<file path="src/rtl/ssx_pkg.sv">
package ssx_pkg;

    // header kind field, top two bits of word 0
    typedef enum logic [1:0] {
        PK_QUERY  = 2'd0,
        PK_STATUS = 2'd1,
        PK_CMD    = 2'd2,
        PK_RSVD   = 2'd3
    } pkt_kind_e;

    // sender number occupies the low bits of word 0
    localparam int ID_FIELD_W = 8;

    typedef enum logic [1:0] {
        TX_IDLE,
        TX_WAIT,
        TX_SEND,
        TX_CLOSE
    } tx_state_e;

    typedef enum logic [1:0] {
        RX_IDLE,
        RX_STATUS,
        RX_CMD,
        RX_SKIP
    } rx_state_e;

endpackage

</file>
<file path="src/rtl/ssx_us_tick.sv">
module ssx_us_tick #(
    parameter int CLK_PER_US = 50
) (
    input  logic clk,
    input  logic rst_n,
    output logic tick
);
    localparam int PW = (CLK_PER_US > 1) ? $clog2(CLK_PER_US) : 1;
    localparam logic [PW-1:0] LAST = PW'(CLK_PER_US - 1);

    logic [PW-1:0] pre_q;

    always_ff @(posedge clk) begin
        if (!rst_n)
            pre_q <= '0;
        else if (pre_q == LAST)
            pre_q <= '0;
        else
            pre_q <= pre_q + 1'b1;
    end

    assign tick = (pre_q == LAST);

endmodule

</file>
<file path="src/rtl/ssx_slot_tx.sv">
module ssx_slot_tx
    import ssx_pkg::*;
#(
    parameter int NODES   = 4,
    parameter int WORDS   = 2,
    parameter int DW      = 16,
    parameter int SLOT_US = 5,
    parameter int IDW     = 2
) (
    input  logic                  clk,
    input  logic                  rst_n,
    input  logic                  tick,
    input  logic                  query,
    input  logic [IDW-1:0]        node_id,
    input  logic [WORDS*DW-1:0]   local_status,
    input  logic                  tx_ready,
    output logic                  tx_valid,
    output logic [DW-1:0]         tx_data,
    output logic                  tx_sop,
    output logic                  tx_eop,
    output logic                  own_wr
);
    localparam int WW = $clog2(SLOT_US * NODES + 1);
    localparam int XW = $clog2(WORDS + 1);
    localparam logic [XW-1:0] LAST_IDX = XW'(WORDS);

    tx_state_e            st_q, st_d;
    logic [WW-1:0]        cnt_q;
    logic [XW-1:0]        widx_q;
    logic [WORDS*DW-1:0]  snap_q;
    logic                 hs, last_word, started;
    logic [WW-1:0]        load_val;
    logic [XW-1:0]        sel;
    logic [DW-1:0]        hdr;

    assign hs        = tx_valid && tx_ready;
    assign last_word = (widx_q == LAST_IDX);
    assign started   = (widx_q != '0) || tx_ready;
    assign load_val  = WW'(SLOT_US * int'(node_id));

    // next state
    always_comb begin
        st_d = st_q;
        unique case (st_q)
            TX_IDLE: begin
                if (query) st_d = TX_WAIT;
            end
            TX_WAIT: begin
                if (query)             st_d = TX_WAIT;
                else if (cnt_q == '0)  st_d = TX_SEND;
            end
            TX_SEND: begin
                if (query) begin
                    if (tx_ready && last_word) st_d = TX_WAIT;
                    else if (started)          st_d = TX_CLOSE;
                    else                       st_d = TX_WAIT;
                end else if (hs && last_word) begin
                    st_d = TX_IDLE;
                end
            end
            TX_CLOSE: begin
                if (tx_ready) st_d = TX_WAIT;
            end
        endcase
    end

    // state register
    always_ff @(posedge clk) begin
        if (!rst_n) st_q <= TX_IDLE;
        else        st_q <= st_d;
    end

    // slot counter, word index and record snapshot
    always_ff @(posedge clk) begin
        if (!rst_n) begin
            cnt_q  <= '0;
            widx_q <= '0;
            snap_q <= '0;
        end else begin
            if (query)
                cnt_q <= load_val;
            else if ((st_q == TX_WAIT || st_q == TX_CLOSE) && tick && cnt_q != '0)
                cnt_q <= cnt_q - 1'b1;

            if (st_q != TX_SEND || st_d != TX_SEND)
                widx_q <= '0;
            else if (hs)
                widx_q <= widx_q + 1'b1;

            if (st_q == TX_WAIT && st_d == TX_SEND)
                snap_q <= local_status;
        end
    end

    // outputs
    always_comb begin
        hdr = '0;
        hdr[DW-1 -: 2] = PK_STATUS;
        hdr[ID_FIELD_W-1:0] = ID_FIELD_W'(node_id);
        sel = (widx_q == '0) ? '0 : widx_q - 1'b1;

        tx_valid = (st_q == TX_SEND) || (st_q == TX_CLOSE);
        tx_sop   = (st_q == TX_SEND) && (widx_q == '0);
        tx_eop   = ((st_q == TX_SEND) && last_word) || (st_q == TX_CLOSE);
        if (st_q == TX_SEND)
            tx_data = (widx_q == '0) ? hdr : snap_q[int'(sel)*DW +: DW];
        else
            tx_data = '0;
        own_wr = (st_q == TX_WAIT) && (st_d == TX_SEND);
    end

    // a stalled word must not change unless a query forces the close path
    assert_tx_hold_R3: assert property (@(posedge clk) disable iff (!rst_n)
        (tx_valid && !tx_ready && !query) |=> (tx_valid && $stable(tx_data) && $stable(tx_eop)));

    // after an accepted end word the transmitter falls quiet for at least one cycle
    assert_quiet_after_end_R9: assert property (@(posedge clk) disable iff (!rst_n)
        (tx_valid && tx_ready && tx_eop && !query) |=> !tx_valid);

    // a start marker is never shown while the slot counter still runs
    assert_no_early_start_R1: assert property (@(posedge clk) disable iff (!rst_n)
        (st_q == TX_WAIT && cnt_q > WW'(1)) |=> !tx_sop);

endmodule

</file>
<file path="src/rtl/ssx_rx_parse.sv">
module ssx_rx_parse
    import ssx_pkg::*;
#(
    parameter int NODES = 4,
    parameter int WORDS = 2,
    parameter int DW    = 16,
    parameter int IDW   = 2
) (
    input  logic                  clk,
    input  logic                  rst_n,
    input  logic [IDW-1:0]        node_id,
    input  logic                  rx_valid,
    input  logic [DW-1:0]         rx_data,
    input  logic                  rx_sop,
    input  logic                  rx_eop,
    output logic                  query,
    output logic                  st_wr,
    output logic [IDW-1:0]        st_id,
    output logic [WORDS*DW-1:0]   st_data,
    output logic                  cmd_strobe,
    output logic [WORDS*DW-1:0]   cmd_data,
    output logic                  rx_fault
);
    localparam int PLEN = NODES * WORDS;
    localparam int CW   = $clog2(PLEN + 2);
    localparam logic [CW-1:0] CNT_SAT = CW'(PLEN + 1);

    rx_state_e              rs_q, rs_d;
    pkt_kind_e              kind;
    logic [CW-1:0]          cnt_q;
    logic [ID_FIELD_W-1:0]  pid_q;
    logic [WORDS*DW-1:0]    sbuf_q, cbuf_q, sfull, cfull;
    logic [CW-1:0]          base;
    logic                   is_hdr, mid, in_pkt;
    logic                   stat_ok, cmd_ok, fault_d;

    assign kind   = pkt_kind_e'(rx_data[DW-1 -: 2]);
    assign is_hdr = rx_valid && rx_sop;
    assign mid    = rx_valid && !rx_sop;
    assign in_pkt = (rs_q == RX_STATUS) || (rs_q == RX_CMD);
    assign query  = is_hdr && (kind == PK_QUERY);
    assign base   = CW'(int'(node_id) * WORDS);

    // merged buffers: stored words plus the word arriving now
    for (genvar k = 0; k < WORDS; k++) begin : g_merge
        assign sfull[k*DW +: DW] = (cnt_q == CW'(k)) ? rx_data : sbuf_q[k*DW +: DW];
        assign cfull[k*DW +: DW] = (cnt_q == base + CW'(k)) ? rx_data : cbuf_q[k*DW +: DW];
    end

    // next state
    always_comb begin
        rs_d = rs_q;
        if (is_hdr) begin
            unique case (kind)
                PK_QUERY:  rs_d = rx_eop ? RX_IDLE : RX_SKIP;
                PK_STATUS: rs_d = rx_eop ? RX_IDLE : RX_STATUS;
                PK_CMD:    rs_d = rx_eop ? RX_IDLE : RX_CMD;
                PK_RSVD:   rs_d = rx_eop ? RX_IDLE : RX_SKIP;
            endcase
        end else if (mid && rx_eop) begin
            rs_d = RX_IDLE;
        end
    end

    always_comb begin
        stat_ok = mid && rx_eop && (rs_q == RX_STATUS) && (cnt_q == CW'(WORDS - 1))
                  && (int'(pid_q) < NODES) && (pid_q != ID_FIELD_W'(node_id));
        cmd_ok  = mid && rx_eop && (rs_q == RX_CMD) && (cnt_q == CW'(PLEN - 1));
        fault_d = (is_hdr && in_pkt)
               || (is_hdr && rx_eop && (kind == PK_STATUS || kind == PK_CMD))
               || (mid && rx_eop && (rs_q == RX_STATUS) && (cnt_q != CW'(WORDS - 1)))
               || (mid && rx_eop && (rs_q == RX_CMD) && (cnt_q != CW'(PLEN - 1)));
    end

    // state register
    always_ff @(posedge clk) begin
        if (!rst_n) rs_q <= RX_IDLE;
        else        rs_q <= rs_d;
    end

    // payload counting and buffering
    always_ff @(posedge clk) begin
        if (!rst_n) begin
            cnt_q  <= '0;
            pid_q  <= '0;
            sbuf_q <= '0;
            cbuf_q <= '0;
        end else begin
            if (is_hdr) begin
                cnt_q <= '0;
                pid_q <= rx_data[ID_FIELD_W-1:0];
            end else if (mid && cnt_q != CNT_SAT) begin
                cnt_q <= cnt_q + 1'b1;
            end
            if (mid && rs_q == RX_STATUS) sbuf_q <= sfull;
            if (mid && rs_q == RX_CMD)    cbuf_q <= cfull;
        end
    end

    // registered outputs
    always_ff @(posedge clk) begin
        if (!rst_n) begin
            st_wr      <= 1'b0;
            st_id      <= '0;
            st_data    <= '0;
            cmd_strobe <= 1'b0;
            cmd_data   <= '0;
            rx_fault   <= 1'b0;
        end else begin
            st_wr      <= stat_ok;
            st_id      <= pid_q[IDW-1:0];
            st_data    <= sfull;
            cmd_strobe <= cmd_ok;
            if (cmd_ok) cmd_data <= cfull;
            rx_fault   <= fault_d;
        end
    end

    assert_strobe_after_end_R7: assert property (@(posedge clk) disable iff (!rst_n)
        cmd_strobe |-> $past(rx_valid && rx_eop && !rx_sop));

    assert_cmd_held_R7: assert property (@(posedge clk) disable iff (!rst_n)
        !cmd_strobe |-> $stable(cmd_data));

    assert_fault_no_commit_R8: assert property (@(posedge clk) disable iff (!rst_n)
        rx_fault |-> (!cmd_strobe && !st_wr));

endmodule

</file>
<file path="src/rtl/ssx_status_table.sv">
module ssx_status_table #(
    parameter int NODES = 4,
    parameter int WORDS = 2,
    parameter int DW    = 16,
    parameter int IDW   = 2
) (
    input  logic                        clk,
    input  logic                        rst_n,
    input  logic                        clr,
    input  logic                        wa_en,
    input  logic [IDW-1:0]              wa_id,
    input  logic [WORDS*DW-1:0]         wa_data,
    input  logic                        wb_en,
    input  logic [IDW-1:0]              wb_id,
    input  logic [WORDS*DW-1:0]         wb_data,
    output logic [NODES*WORDS*DW-1:0]   tbl_data,
    output logic [NODES-1:0]            tbl_valid
);
    localparam int EW = WORDS * DW;

    for (genvar i = 0; i < NODES; i++) begin : g_entry
        logic hit_a, hit_b;
        assign hit_a = wa_en && (wa_id == IDW'(i));
        assign hit_b = wb_en && (wb_id == IDW'(i));

        always_ff @(posedge clk) begin
            if (!rst_n) begin
                tbl_valid[i]          <= 1'b0;
                tbl_data[i*EW +: EW]  <= '0;
            end else begin
                if (clr)
                    tbl_valid[i] <= 1'b0;
                else if (hit_a || hit_b)
                    tbl_valid[i] <= 1'b1;
                if (hit_a)
                    tbl_data[i*EW +: EW] <= wa_data;
                else if (hit_b)
                    tbl_data[i*EW +: EW] <= wb_data;
            end
        end
    end

    assert_query_clears_R6: assert property (@(posedge clk) disable iff (!rst_n)
        clr |=> (tbl_valid == '0));

    assert_own_entry_set_R5: assert property (@(posedge clk) disable iff (!rst_n)
        (wb_en && !clr) |=> tbl_valid[$past(wb_id)]);

endmodule

</file>
<file path="src/rtl/slot_status_node.sv">
module slot_status_node
    import ssx_pkg::*;
#(
    parameter int NODES      = 4,
    parameter int WORDS      = 2,
    parameter int DW         = 16,
    parameter int CLK_PER_US = 50,
    parameter int SLOT_US    = 5,
    localparam int IDW       = (NODES > 1) ? $clog2(NODES) : 1
) (
    input  logic                       clk,
    input  logic                       rst_n,
    input  logic [IDW-1:0]             node_id,
    input  logic [WORDS*DW-1:0]        local_status,
    input  logic                       rx_valid,
    input  logic [DW-1:0]              rx_data,
    input  logic                       rx_sop,
    input  logic                       rx_eop,
    input  logic                       tx_ready,
    output logic                       tx_valid,
    output logic [DW-1:0]              tx_data,
    output logic                       tx_sop,
    output logic                       tx_eop,
    output logic [NODES*WORDS*DW-1:0]  table_data,
    output logic [NODES-1:0]           table_valid,
    output logic [WORDS*DW-1:0]        cmd_data,
    output logic                       cmd_strobe,
    output logic                       rx_fault
);
    logic                 tick, query, st_wr, own_wr;
    logic [IDW-1:0]       st_id;
    logic [WORDS*DW-1:0]  st_data;

    ssx_us_tick #(.CLK_PER_US(CLK_PER_US)) u_tick (
        .clk   (clk),
        .rst_n (rst_n),
        .tick  (tick)
    );

    ssx_rx_parse #(.NODES(NODES), .WORDS(WORDS), .DW(DW), .IDW(IDW)) u_rx (
        .clk        (clk),
        .rst_n      (rst_n),
        .node_id    (node_id),
        .rx_valid   (rx_valid),
        .rx_data    (rx_data),
        .rx_sop     (rx_sop),
        .rx_eop     (rx_eop),
        .query      (query),
        .st_wr      (st_wr),
        .st_id      (st_id),
        .st_data    (st_data),
        .cmd_strobe (cmd_strobe),
        .cmd_data   (cmd_data),
        .rx_fault   (rx_fault)
    );

    ssx_slot_tx #(.NODES(NODES), .WORDS(WORDS), .DW(DW), .SLOT_US(SLOT_US), .IDW(IDW)) u_tx (
        .clk          (clk),
        .rst_n        (rst_n),
        .tick         (tick),
        .query        (query),
        .node_id      (node_id),
        .local_status (local_status),
        .tx_ready     (tx_ready),
        .tx_valid     (tx_valid),
        .tx_data      (tx_data),
        .tx_sop       (tx_sop),
        .tx_eop       (tx_eop),
        .own_wr       (own_wr)
    );

    ssx_status_table #(.NODES(NODES), .WORDS(WORDS), .DW(DW), .IDW(IDW)) u_table (
        .clk       (clk),
        .rst_n     (rst_n),
        .clr       (query),
        .wa_en     (st_wr),
        .wa_id     (st_id),
        .wa_data   (st_data),
        .wb_en     (own_wr),
        .wb_id     (node_id),
        .wb_data   (local_status),
        .tbl_data  (table_data),
        .tbl_valid (table_valid)
    );

    // a command slice and a fault never appear together
    assert_strobe_fault_excl_R8: assert property (@(posedge clk) disable iff (!rst_n)
        !(cmd_strobe && rx_fault));

    // the own entry never goes valid without a transmission starting
    assert_own_valid_from_send_R5: assert property (@(posedge clk) disable iff (!rst_n)
        $rose(table_valid[node_id]) |-> $past(own_wr));

endmodule

</file>
<file path="config.mk">
export PLATFORM = sky130hd
export DESIGN_NAME = slot_status_node
export DESIGN_NICKNAME = d
export VERILOG_FILES = /design/src/rtl/ssx_pkg.sv /design/src/rtl/ssx_us_tick.sv /design/src/rtl/ssx_slot_tx.sv /design/src/rtl/ssx_rx_parse.sv /design/src/rtl/ssx_status_table.sv /design/src/rtl/slot_status_node.sv
export SDC_FILE = /design/constraint.sdc
export NUM_CORES = 1
export LEC_CHECK = 0
export ABC_AREA = 0
export ABC_CLOCK_PERIOD_IN_PS = 4690
export BUFFER_PORTS_ARGS = -buffer_cell sky130_fd_sc_hd__buf_2
export CORE_UTILIZATION = 52
export DETAILED_ROUTE_END_ITERATION = 12
export GPL_TIMING_DRIVEN = 0
export MAX_ROUTING_LAYER = met4
export PLACE_DENSITY_LB_ADDON = 0.05
export SETUP_SLACK_MARGIN = 0.1
export SKIP_CTS_REPAIR_TIMING = 1
export SLEW_MARGIN = 20
export SYNTH_ARGS = -nofsm -noshare
export SYNTH_HDL_FRONTEND = slang
export SYNTH_SLANG_ARGS = --single-unit
</file>
<file path="constraint.sdc">
create_clock -name clk -period 4.69 [get_ports clk]
set_clock_uncertainty 0.1 [all_clocks]
set_input_delay 0.469 -clock clk [delete_from_list [all_inputs] [get_ports clk]]
set_output_delay 0.469 -clock clk [all_outputs]
set_load 0.02 [all_outputs]
</file>
* After elaboration in Yosys (flattened, before gate mapping) *
Index checks and enable logic that the tools add are counted.

storage, ports and cells
  bits in registers = 326
  bits of input ports = 56
  output and inout port bits = 185
  word-level logic and storage cells = 162

operators by class
  $add $sub $neg = 6
  multipliers = 1
  $lt $le $gt $ge = 1
  eq/ne operators = 27
  shift operators = 1
  multiplexer cells = 32
  bitwise logic cells = 1
  reductions and logical operators = 69

operator list
  cell                                                count
  two-way mux 32 bit                                  8
  two-way mux 16 bit                                  6
  logical AND 1 bit                                   34
  variable part select 32 x 7 -> 16 bit               1
  two-way mux 2 bit                                   13
  == test 2 bit, second input constant                11
  logical OR 1 bit                                    14
  nonzero test 2 bit                                  7
  == test 2 x 1 -> 1 bit, second input constant       5
  logical NOT 2 bit                                   5
  two-way mux 5 bit                                   2
  OR reduction 2 bit                                  5
  < comparator 8 x 3 -> 1 bit, second input constant  1
  inequality test 8 x 2 -> 1 bit                      1
  one-hot mux 2 bit (4 select lines)                  1
  adder 6 x 1 -> 6 bit, second input constant         1
  == test 6 bit, second input constant                1
  one-hot mux 2 bit (3 select lines)                  1
  logical NOT 5 bit                                   1
  multiplier 3 x 2 -> 5 bit, first input constant     1
  nonzero test 5 bit                                  1
  subtractor 5 x 1 -> 5 bit, second input constant    1
  adder 3 x 1 -> 4 bit, second input constant         1
  adder 4 x 1 -> 4 bit, second input constant         1
  other kinds (14)                                    15

* Logic depth before layout (Yosys ltp) *
Gate-level depths: netlist of run 1.

  depth after elaboration = 12
  depth in mapped cells = 10
  gate-level depth less buffers = 6

* Hierarchy *
From an unflattened synthesis of run 1, not the netlist that was laid out.

unflattened totals
  cell total of the unflattened synthesis = 1722
  area, all modules = 13955.9 sq um

by module, submodules not included
  module            instances  cells each  area an instance (sq um)  sequential area each (sq um)
  ssx_rx_parse      1          718         5973.2                    2942.8
  ssx_status_table  1          736         5566.6                    2642.5
  ssx_slot_tx       1          242         2165.8                    820.8
  ssx_us_tick       1          26          250.2                     120.1

* Least setup slack after synthesis of run 1 *
OpenSTA, ideal clock, no wires.

  kind = flip-flop to output port
  from = reg u_tx.widx_q[0]
  to = out tx_data[10]
  arrival = 1.796 ns
  required time = 4.121 ns
  path slack = 2.325 ns
  stages on the path, launching flop included = 7
  buffers on the path = 2
  path through = dfxtp_1 inv_1 ha_1 clkbuf_1 buf_1 mux2i_1 nor2_1

on the way
  word-level cells in the longest chain between the ends = 5
  elaborated cells on any way between the ends = 6
  classes of those cells = add/sub: 1; shift: 1; mux: 3; reduce/logical: 1

RTL lines
  item                                                            RTL line                                source
  from (decl)                                                     ssx_slot_tx.sv:29                       logic [XW-1:0] widx_q;
  from (signal assigned)                                          ssx_slot_tx.sv:88                       widx_q <= widx_q + 1'b1;
  subtractor 2 x 1 -> 2 bit or logical NOT 2 bit (tied branches)  ssx_slot_tx.sv:100, ssx_slot_tx.sv:106
  two-way mux 2 bit                                               ssx_slot_tx.sv:100                      sel = (widx_q == '0) ? '0 : widx_q - 1'b1;
  variable part select 32 x 7 -> 16 bit                           ssx_slot_tx.sv:106                      tx_data = (widx_q == '0) ? hdr : snap_q[int'(sel)*DW +: DW];
  two-way mux 16 bit (*)                                          ssx_slot_tx.sv:106
  two-way mux 16 bit (*)                                          ssx_slot_tx.sv:105                      if (st_q == TX_SEND)
  to (decl)                                                       slot_status_node.sv:21                  output logic [DW-1:0] tx_data,

Mark *: on every way between the ends. The rest lies on a longest branch, timed or not.

* Final worst setup path of run 1 *
  from = reg u_tx.widx_q[0]
  to = out tx_data[8]

The elaborated chain is that of the path after synthesis.

==> impl_metrics.env, run 1 <==
export IMPL_syn_num_nets=1672
export IMPL_yosysSeqAreaShare_pct=46.0
export IMPL_drv_cap=0
export IMPL_clkTransAtPathRegs_ns=0.06
export IMPL_fin_crit_ns=3.45
export IMPL_drc=0
export IMPL_yosys_warnings=0
export IMPL_mostFrequentLayoutCells="326 x dfxtp_1, 309 x nand2_1, 259 x buf_2"
export IMPL_dieWidth_um=167
export IMPL_min_to="u_tx.snap_q[0]$_SDFFE_PN0P_"
export IMPL_syn_to_final_growth_pct=19.5
export IMPL_critPathMaxFanout=10
export IMPL_crit_required_ns=4.12
export IMPL_path_cells="inv_1 > ha_1 > clkbuf_1 > buf_1 > mux2i_1 > nor2_1 > buf_2"
export IMPL_place_gp_congestion=0.945
export IMPL_grt_usage_pct=32.6
export IMPL_crit_type="reg2out"
export IMPL_setup_viol=0
export IMPL_dieArea_um2=27900
export IMPL_first_global_vias=12000
export IMPL_io_pins=241
export IMPL_fill_cells=2357
export IMPL_finalPower_mw=6.06
export IMPL_synth_distinct_cells=53
export IMPL_leakagePower_nw=7.22
export IMPL_hold_class="in2reg"
export IMPL_drive_gt1_share_pct=18.0
export IMPL_synth_top_area_share_pct=46.0
export IMPL_worst_slew_pin_slew_ns=0.880
export IMPL_holdPathStages=3
export IMPL_totalWireLength_um=45100
export IMPL_final_common_cell="dfxtp_1"
export IMPL_grt_max_degree=14
export IMPL_coreArea_um2=26900
export IMPL_syn_area_per_cell_um2=8.86
export IMPL_wire_per_inst_um=20.2
export IMPL_synth_area_um2=14200
export IMPL_critPathCaptureType="primary output"
export IMPL_ant_nets=0
export IMPL_hold_start="local_status[0]"
export IMPL_overflow=0
export IMPL_synthCells=1601
export IMPL_post_route_period_util_pct=73.5
export IMPL_ff2ff_setup_slack_ns=1.82
export IMPL_nNetsFinal=1939
export IMPL_cts_root_buf="clkbuf_16"
export IMPL_dp_hpwl_um=33100
export IMPL_slowest_stage="buf_1"
export IMPL_fp_dieH_um=167
export IMPL_vias=13000
export IMPL_hold_viol=0
export IMPL_io_buffers=229
export IMPL_r2r_end="u_table.tbl_data[17]$_SDFFE_PN0P_"
export IMPL_yosys_area_top_type="dfxtp_1"
export IMPL_numCtsBuffers=36
export IMPL_slew_viol_final=0
export IMPL_slew_headroom_pct=41.3
export IMPL_p_per_area_nw_per_um2=358
export IMPL_netlist_top_cells_area="dfxtp_1 46%, mux2i_1 10%, nand2_1 8.2%, a21boi_0 5.3%, o31ai_1 5.1%"
export IMPL_ys_flop_type="dfxtp_1"
export IMPL_arrival_ns=2.88
export IMPL_ir_drop_mv=0.283
export IMPL_dr_pass1_iters=5
export IMPL_crit_path_start_kind="flip-flop"
export IMPL_antenna_found_initial=0
export IMPL_synth_seq_cells=326
export IMPL_timing_rr_start="u_tx.cnt_q[0]$_SDFFE_PN0P_"
export IMPL_max_stage_delay_ns=0.65
export IMPL_htreeDepth=2
export IMPL_rsz0062_at_grt="no"
export IMPL_drt_initial_drc_count=1222
export IMPL_tritoncts="built"
export IMPL_synth_edf_count=0
export IMPL_synthArstFlopShare_pct=0
export IMPL_fmax_mhz=290
export IMPL_clock_latency_ns=0.52
export IMPL_status="complete, no violations"
export IMPL_reg2reg_depth=9
export IMPL_cts_max_path_buffers=3
export IMPL_fin_tns_setup_ns=0
export IMPL_start_util_pct=52.8
export IMPL_final_area_um2=17000
export IMPL_n_antenna_cell=0
export IMPL_grt_pass1_wl_um=68800
export IMPL_viasPerCell=5.81
export IMPL_clock_sinks=326
export IMPL_rows=60
export IMPL_placed_area_um2=15800
flip-flops by register name, summed over array words and instances (netlist names), 4 cells and up:
name	flops
u_table.tbl_data	128
u_rx.cbuf_q	32
u_rx.cmd_data	32
u_rx.sbuf_q	32
u_rx.st_data	32
u_tx.snap_q	32
u_rx.pid_q	8
u_tick.pre_q	6
u_tx.cnt_q	5
u_rx.cnt_q	4
u_table.tbl_valid	4
through the flow:
stage | utilization, % | setup slack [ns] | std cells | hold slack, ns
floorplan | - | 2.32 | 1601 | 0.334
global placement | 58.6 | 1.27 | 2171 | 0.340
detailed placement | 58.6 | 1.27 | 2171 | 0.349
CTS | 63.1 | 1.28 | 2233 | 0.141
global route | 63.1 | 1.10 | 2233 | 0.155
finish | 63.1 | 1.24 | 2233 | 0.150
synth_stat cells, types with 3 or more instances:
| master | instances |
|---|---|
| nand2_1 | 309 |
| o21a_1 | 7 |
| o21ai_0 | 104 |
| buf_4 | 7 |
| nand3_1 | 42 |
| inv_1 | 14 |
| mux2i_1 | 147 |
| a31oi_1 | 33 |
| a21boi_0 | 100 |
| a21oi_1 | 102 |
| clkbuf_1 | 101 |
| xor2_1 | 3 |
| dfxtp_1 | 326 |
| nor4_4 | 3 |
| o31ai_1 | 96 |
| and2_1 | 7 |
| ha_1 | 15 |
| nor2_1 | 35 |
| buf_6 | 3 |
| nor2b_1 | 7 |
| or2_1 | 4 |
| o211a_1 | 32 |
| buf_1 | 8 |
| nand4_1 | 3 |
| nand2b_1 | 6 |
| nor4_1 | 4 |
| xnor2_1 | 12 |
| buf_2 | 30 |
| a21boi_1 | 5 |
| clkbuf_2 | 4 |
| and3_1 | 4 |
worst max-delay path by stage:
stage / start / to / slack, ns / cells after the start
finish: u_tx.widx_q[0]$_SDFFE_PP0P_ / tx_data[8] / 1.24 / 7
floorplan: u_tx.widx_q[0]$_SDFFE_PP0P_ / tx_data[10] / 2.32 / 6
detailed placement: rx_data[14] / u_table.tbl_data[125]$_SDFFE_PN0P_ / 1.27 / 9
CTS: u_tx.widx_q[0]$_SDFFE_PP0P_ / tx_data[6] / 1.28 / 7
global placement: rx_data[14] / u_table.tbl_data[125]$_SDFFE_PN0P_ / 1.27 / 9
global route: u_tx.widx_q[0]$_SDFFE_PP0P_ / tx_data[5] / 1.10 / 7
area by class of cell:
cell class	instances	area (µm²)	area share, %
plain buffers	153	666	3.93
clock buffers	55	1100	6.51
clock inverters	7	95.1	0.561
inverters	14	52.6	0.310
multi-input cells	1108	6940	40.9
flip-flops and latches	326	6530	38.5
well taps	341	427	2.52
repair buffers	229	1150	6.76
per-layer routing:
layer  wire (µm)  GRT usage, %  up-vias  part of all wire [%]
li1            -             -     6168                     -
met1       19100          41.3     6129                    42
met2       21100          52.4      580                    47
met3        3230          4.37      104                   7.2
met4        1730          13.4        0                   3.8
met5           0             -        -                     0
worst max-delay path, delay by kind of cell (launching register included):
| family | cells | cell delay (ns) |
|---|---|---|
| buf+inv | 4 | 1.48 |
| fa+ha+maj | 1 | 0.14 |
| mux | 1 | 0.20 |
| simple gates | 1 | 0.20 |
| flops | 1 | 0.33 |
cell families after synthesis:
| family | Yosys count | share of synthesized area [%] |
|---|---|---|
| AO/OA/AOI/OAI | 487 | 22.4 |
| XOR/XNOR | 15 | 0.926 |
| adder cells (fa/ha/maj) | 15 | 1.32 |
| buffers and inverters | 167 | 5.06 |
| flip-flops | 326 | 46.0 |
| multiplexers | 148 | 10.5 |
| AND/OR/NAND/NOR | 443 | 13.8 |
power breakdown:
part	switching [mW]	leakage (nW)	internal (mW)	total [mW]
clock network	1.13	0.589	1.73	2.86
registers	0.0422	2.63	2.81	2.85
logic	0.242	3.99	0.115	0.357
Power figures use the tool's default switching activity.
==> run 2, diff against run 1 <==
--- a/config.mk
+++ b/config.mk
@@ -5,8 +5,8 @@
 export SDC_FILE = /design/constraint.sdc
 export NUM_CORES = 1
 export LEC_CHECK = 0
-export ABC_AREA = 0
-export ABC_CLOCK_PERIOD_IN_PS = 4690
+export ABC_AREA = 1
+export ABC_CLOCK_PERIOD_IN_PS = 3000
 export BUFFER_PORTS_ARGS = -buffer_cell sky130_fd_sc_hd__buf_2
 export CORE_UTILIZATION = 52
 export DETAILED_ROUTE_END_ITERATION = 12
==> constraint.sdc (replaced) <==
create_clock -name clk -period 3 [get_ports clk]
set_clock_uncertainty 0.1 [all_clocks]
set_input_delay 0.3 -clock clk [delete_from_list [all_inputs] [get_ports clk]]
set_output_delay 0.3 -clock clk [all_outputs]
set_load 0.02 [all_outputs]
==> run 2 against run 1 <==
Final cell count grew 40%; utilization shrank 0.053 points; die area grew 13%; worst setup slack lost 0.89 ns; wire length grew 14%; critical path depth grew 1; area after synthesis grew 13%; critical path type unchanged; flip-flop and latch count is the same; global-route usage grew 0.65 points; combinational power grew 120%; non-clock buffer count grew 21.
==> impl_metrics.env, run 2 <==
export IMPL_grt_pass1_wl_um=78900
export IMPL_mostFrequentLayoutCells="466 x nand2_1, 395 x inv_1, 326 x dfxtp_1"
export IMPL_ys_flop_type="dfxtp_1"
export IMPL_clockPowerShare_pct=46.3
export IMPL_pwr_share_seq_pct=45.8
export IMPL_antenna_found_initial=0
export IMPL_synth_top_family_by_area="simple AND/OR/NAND/NOR gates"
export IMPL_synthSimpleGateAreaFrac_pct=26.4
export IMPL_viasPerCell=5.21
export IMPL_fin_crit_ns=2.65
export IMPL_syn_area_per_cell_um2=6.60
export IMPL_wire_per_inst_um=16.5
export IMPL_setup_viol=0
export IMPL_placed_area_um2=17700
export IMPL_yosys_area_top_type="dfxtp_1"
export IMPL_fill_cells=2828
export IMPL_grt_usage_pct=33.2
export IMPL_synth_compound_area_share_pct=16.6
export IMPL_clock_latency_ns=0.52
export IMPL_hold_class="in2reg"
export IMPL_htreeDepth=2
export IMPL_crit_path_start_kind="flip-flop"
export IMPL_clkTransAtPathRegs_ns=0.05
export IMPL_io_buffers=236
export IMPL_fp_dieH_um=178
export IMPL_yosys_top_cells_count="466 x nand2_1, 395 x inv_1, 326 x dfxtp_1"
export IMPL_coreArea_um2=30000
export IMPL_first_global_vias=14800
export IMPL_hold_slack_ns=0.0568
export IMPL_synthMuxAreaShare_pct=0.195
export IMPL_fmax_mhz=377
export IMPL_final_area_um2=18900
export IMPL_synth_top_area_share_pct=40.6
export IMPL_overflow=0
export IMPL_drive_gt1_share_pct=14.3
export IMPL_drc=0
export IMPL_arrival_ns=2.25
export IMPL_ant_nets=0
export IMPL_synthXorXnorAreaFrac_pct=0.218
export IMPL_dp_hpwl_um=39100
export IMPL_finalPower_mw=9.74
export IMPL_tritoncts="built"
export IMPL_slew_headroom_pct=59.3
export IMPL_power_internal_mw=7.36
export IMPL_slew_viol_final=0
export IMPL_synth_seq_cells=326
export IMPL_synth_edf_count=0
export IMPL_final_common_cell="nand2_1"
export IMPL_synth_most_common_cell="nand2_1"
export IMPL_dp_cells=3058
export IMPL_leakagePower_nw=9.79
export IMPL_fin_cells=3120
export IMPL_grt_max_degree=13
export IMPL_syn_to_final_growth_pct=17.9
export IMPL_synth_distinct_cells=36
export IMPL_totalWireLength_um=51300
export IMPL_sw_frac_of_total_pct=24.4
export IMPL_largest_reg_flops=128
export IMPL_power_frac_comb_pct=8.0
export IMPL_vias=16200
export IMPL_critPathCaptureType="primary output"
export IMPL_yosysSeqAreaShare_pct=40.6
export IMPL_yosys_warnings=0
export IMPL_drv_cap=0
export IMPL_cts_root_buf="clkbuf_16"
export IMPL_synthCells=2432
export IMPL_dieWidth_um=178
export IMPL_synth_area_um2=16100
export IMPL_worst_slew_pin_slew_ns=0.611
export IMPL_cts_max_path_buffers=3
export IMPL_crit_type="reg2out"
export IMPL_io_pins=241
export IMPL_synthArstFlopShare_pct=0
export IMPL_rsz0062_at_grt="no"
export IMPL_regArea_um2=6530
export IMPL_rows=63
export IMPL_numCtsBuffers=38
export IMPL_dieArea_um2=31600
export IMPL_netlist_top_cells_area="dfxtp_1 41%, nand2_1 11%, inv_1 9.2%, nand3_1 7.6%, a21oi_1 6.7%"
export IMPL_place_gp_congestion=0.981
export IMPL_multi_input_area_um2=7160
export IMPL_critical_path_startpoint="u_tx.widx_q[0]$_SDFFE_PP0P_"
export IMPL_fin_tns_setup_ns=0
export IMPL_crit_required_ns=2.60
export IMPL_ir_drop_mv=0.477
export IMPL_nNetsFinal=2779
export IMPL_hold_viol=0
export IMPL_post_route_period_util_pct=88.4
export IMPL_drt_initial_drc_count=1362
export IMPL_dr_pass1_iters=5
export IMPL_p_per_area_nw_per_um2=514
export IMPL_start_util_pct=53.5
export IMPL_critPathMaxFanout=10
export IMPL_timing_rr_start="u_rx.cnt_q[0]$_SDFFE_PP0P_"
export IMPL_hold_start="local_status[31]"
export IMPL_syn_num_nets=2503
export IMPL_clock_sinks=326
export IMPL_status="complete, no violations"
export IMPL_top_register="u_table.tbl_data"
export IMPL_yosys_area_share_adder_pct=1.17
export IMPL_netSwitchingPower_mw=2.37
-- run 2: cell count changes in the layout (fill, tap and decap cells not counted), sizes merged, moves of 104 or more --
cell,change
a21boi,-104
a21oi,+114
inv,+388
mux2i,-145
nand2,+160
nand3,+204
nor2,+246
o21ai,+105
-- run 2: per-stage QoR --
stage / worst slack (ns) / util [%]
floorplan: 1.03 / -
global placement: 0.748 / 59.0
detailed placement: 0.724 / 59.0
CTS: 0.185 / 63.0
global route: 0.213 / 63.0
finish: 0.349 / 63.0
-- run 2: power groups by stage --
| stage | clock (mW) | combinational, mW | sequential [mW] |
|---|---|---|---|
| after global placement | 0 | 0.747 | 4.55 |
| after floorplan | 0 | 0.449 | 4.56 |
| after detailed placement | 0 | 0.756 | 4.55 |
| after CTS | 4.56 | 0.760 | 4.46 |
| final | 4.50 | 0.775 | 4.46 |
| after global routing | 4.72 | 0.849 | 4.46 |
-- run 2: logic make-up (layout without fill, tap and decap cells) --
logic type | count (synthesis) | count (layout)
adder cells (fa/ha/maj) | 15 | 15
XOR/XNOR | 4 | 4
buffers and inverters | 572 | 869
AND/OR/NAND/NOR | 1013 | 1013
multiplexers | 3 | 3
AO/OA/AOI/OAI | 499 | 499
flip-flops | 326 | 326
other | 0 | 1
-- run 2: layer usage --
layer / vias up / track usage, % / routed length, µm
met3: 167 / 5.03 / 4280
li1: 8145 / - / -
met5: - / - / 0
met1: 7229 / 39.6 / 21000
met2: 707 / 53.6 / 22900
met4: 0 / 18.4 / 3110
-- run 2: final timing paths --
path	endpoint	cells past startpoint	slack, ns
setup / recovery	tx_data[12]	8	0.35
hold / removal	u_tx.snap_q[31]$_SDFFE_PN0P_	3	0.06
setup reg to reg	u_rx.cmd_data[26]$_SDFFE_PN0P_	8	0.79
hold reg to reg	u_rx.st_id[0]$_SDFF_PN0_	2	0.38
-- run 2: critical path: stages, from the launching register on --
cell      delay (ns)
dfxtp_1         0.38
inv_1           0.09
ha_1            0.19
buf_2           0.18
inv_1           0.16
clkbuf_2        0.28
nand2_1         0.08
a21oi_1         0.17
buf_2           0.20
-- run 2: final cells by class --
cell class              instances  area share (%)
flip-flops and latches        326            34.5
repair buffers                236            6.24
plain buffers                 167            4.48
inverters                     405            8.03
clock buffers                  56            6.09
multi-input cells            1534            37.8
clock inverters                 5           0.264
well taps                     390            2.58
diodes                          1          0.0132
==> run 3, diff against run 2 <==
--- a/config.mk
+++ b/config.mk
@@ -9,10 +9,12 @@
 export ABC_CLOCK_PERIOD_IN_PS = 3000
 export BUFFER_PORTS_ARGS = -buffer_cell sky130_fd_sc_hd__buf_2
 export CORE_UTILIZATION = 52
+export CTS_CLUSTER_SIZE = 14
 export DETAILED_ROUTE_END_ITERATION = 12
 export GPL_TIMING_DRIVEN = 0
 export MAX_ROUTING_LAYER = met4
 export PLACE_DENSITY_LB_ADDON = 0.05
+export REMOVE_ABC_BUFFERS = 1
 export SETUP_SLACK_MARGIN = 0.1
 export SKIP_CTS_REPAIR_TIMING = 1
 export SLEW_MARGIN = 20
==> run 3 against run 2 <==
Combinational power decreased by 13%; worst setup slack got worse by 0.030 ns; register-to-register slack got worse by 0.43 ns; largest cell class unchanged.
==> impl_metrics.env, run 3 (synthesized netlist as in run 2, its figures left out) <==
export IMPL_placed_area_um2=17400
export IMPL_final_area_um2=18900
export IMPL_htreeDepth=2
export IMPL_fin_tns_setup_ns=0
export IMPL_largest_reg_flops=128
export IMPL_place_gp_congestion=0.830
export IMPL_dieArea_um2=31600
export IMPL_min_to="u_tx.snap_q[16]$_SDFFE_PN0P_"
export IMPL_r2r_end="u_table.tbl_data[41]$_SDFFE_PN0P_"
export IMPL_ir_drop_mv=0.444
export IMPL_timing_rr_start="u_tx.cnt_q[0]$_SDFFE_PN0P_"
export IMPL_arrival_ns=2.28
export IMPL_fin_cells=3002
export IMPL_syn_to_final_growth_pct=17.6
export IMPL_nNetsFinal=2650
export IMPL_coreArea_um2=30000
export IMPL_vias=15300
export IMPL_crit_required_ns=2.60
export IMPL_dieWidth_um=178
export IMPL_ant_nets=0
export IMPL_clock_latency_ns=0.52
export IMPL_grt_usage_pct=27.9
export IMPL_numCtsBuffers=38
export IMPL_tritoncts="built"
export IMPL_fp_dieH_um=178
export IMPL_antenna_found_initial=3
export IMPL_drt_initial_drc_count=1126
export IMPL_drive_gt1_share_pct=14.1
export IMPL_start_util_pct=53.5
export IMPL_hold_start="local_status[16]"
export IMPL_overflow=0
export IMPL_fill_cells=2782
export IMPL_top_register="u_table.tbl_data"
export IMPL_first_global_vias=13600
export IMPL_final_common_cell="nand2_1"
export IMPL_hold_viol=0
export IMPL_grt_max_degree=115
export IMPL_slew_headroom_pct=38.3
export IMPL_viasPerCell=5.10
export IMPL_multi_input_area_um2=7230
export IMPL_drv_cap=0
export IMPL_critPathCaptureType="primary output"
export IMPL_crit_path_start_kind="flip-flop"
export IMPL_critPathMaxFanout=18
export IMPL_rows=63
export IMPL_clock_sinks=326
export IMPL_io_buffers=240
export IMPL_dr_pass1_iters=5
export IMPL_drc=0
export IMPL_holdPathStages=3
export IMPL_fin_crit_ns=2.68
export IMPL_mostFrequentLayoutCells="460 x nand2_1, 393 x inv_1, 326 x dfxtp_1"
export IMPL_cts_root_buf="clkbuf_16"
export IMPL_worst_slew_pin_slew_ns=0.923
export IMPL_status="complete, no violations"
export IMPL_reg2reg_depth=10
export IMPL_cts_max_path_buffers=3
export IMPL_crit_type="reg2out"
export IMPL_setup_viol=0
export IMPL_clkTransAtPathRegs_ns=0.06
export IMPL_io_pins=241
export IMPL_rsz0062_at_grt="no"
export IMPL_post_route_period_util_pct=89.4
export IMPL_regArea_um2=6530
export IMPL_grt_pass1_wl_um=69100
export IMPL_ff2ff_setup_slack_ns=0.36
export IMPL_dp_cells=2924
export IMPL_fmax_mhz=373
export IMPL_slew_viol_final=0
export IMPL_dp_hpwl_um=28800
export IMPL_totalWireLength_um=43200
export IMPL_leakagePower_nw=9.75
export IMPL_p_per_area_nw_per_um2=536
export IMPL_hold_class="in2reg"
export IMPL_wire_per_inst_um=14.4
-- run 3: cell count changes in the layout (fill, tap and decap cells not counted), moves of 4 or more --
cell and delta:
nand2_2 +4, buf_8 +8, buf_1 -20, bufinv_16 +4, buf_2 -44, clkbuf_1 -67
buf_4 -19, buf_12 +6, nand2_1 -6, buf_16 +4
-- run 3: final cells by class --
| cell class | count | area share (%) |
|---|---|---|
| multi-input combinational | 1535 | 38.3 |
| sequential | 326 | 34.6 |
| timing repair buffer | 273 | 9.07 |
| inverter | 405 | 8.11 |
| clock buffer | 58 | 6.30 |
| tap | 390 | 2.59 |
| clock inverter | 12 | 0.994 |
| antenna | 3 | 0.0398 |
-- run 3: how the worst max path moves through the flow --
stage               slack (ns)  cells past startpoint                        start                           endpoint
global placement         -3.55                      5                        rst_n         u_rx.cnt_q[3]$_SDFFE_PP0P_
global route              0.13                     10                  rx_data[15]  u_table.tbl_data[41]$_SDFFE_PN0P_
floorplan                -0.83                      9    u_rx.rs_q[0]$_SDFFE_PN0P_      u_rx.cmd_data[0]$_SDFFE_PN0P_
finish                    0.32                      7  u_tx.widx_q[0]$_SDFFE_PP0P_                         tx_data[5]
detailed placement       -0.29                      8                  rx_data[15]       u_tx.snap_q[15]$_SDFFE_PN0P_
CTS                      -0.35                      6  u_tx.widx_q[0]$_SDFFE_PP0P_                        tx_data[14]
-- run 3: metrics by stage --
step	setup slack (ns)	power, mW	hold slack (ns)	util (%)
5_1_grt	0.130	10.5	0.0309	62.9
6_report	0.319	10.1	0.00794	62.9
3_3_place_gp	-3.55	5.20	0.350	56.3
4_1_cts	-0.351	10.2	-0.0123	62.6
3_5_place_dp	-0.287	5.22	0.366	58.1
2_1_floorplan	-0.826	4.94	0.298	-
-- run 3: report_power, final --
part,leakage (nW),internal [mW],switching [mW]
registers,2.64,4.41,0.0432
logic,6.44,0.218,0.460
clock network,0.680,3.17,1.82
-- run 3: worst max-delay path: stages, from the launching register on --
cell and delay (ns):
dfxtp_1 0.34, inv_1 0.09, ha_2 0.56, clkinvlp_4 0.20
buf_4 0.23, nand2_1 0.08, a21oi_1 0.06, buf_2 0.20
-- run 3: metal layers --
metal	track usage (%)	wire length, µm	up-vias	part of all wire, %
met4	6.91	801	0	1.9
met3	3.88	2620	60	6.1
met1	37.3	20200	6924	47
met5	-	0	-	0
li1	-	-	7910	-
met2	44.3	19600	424	45
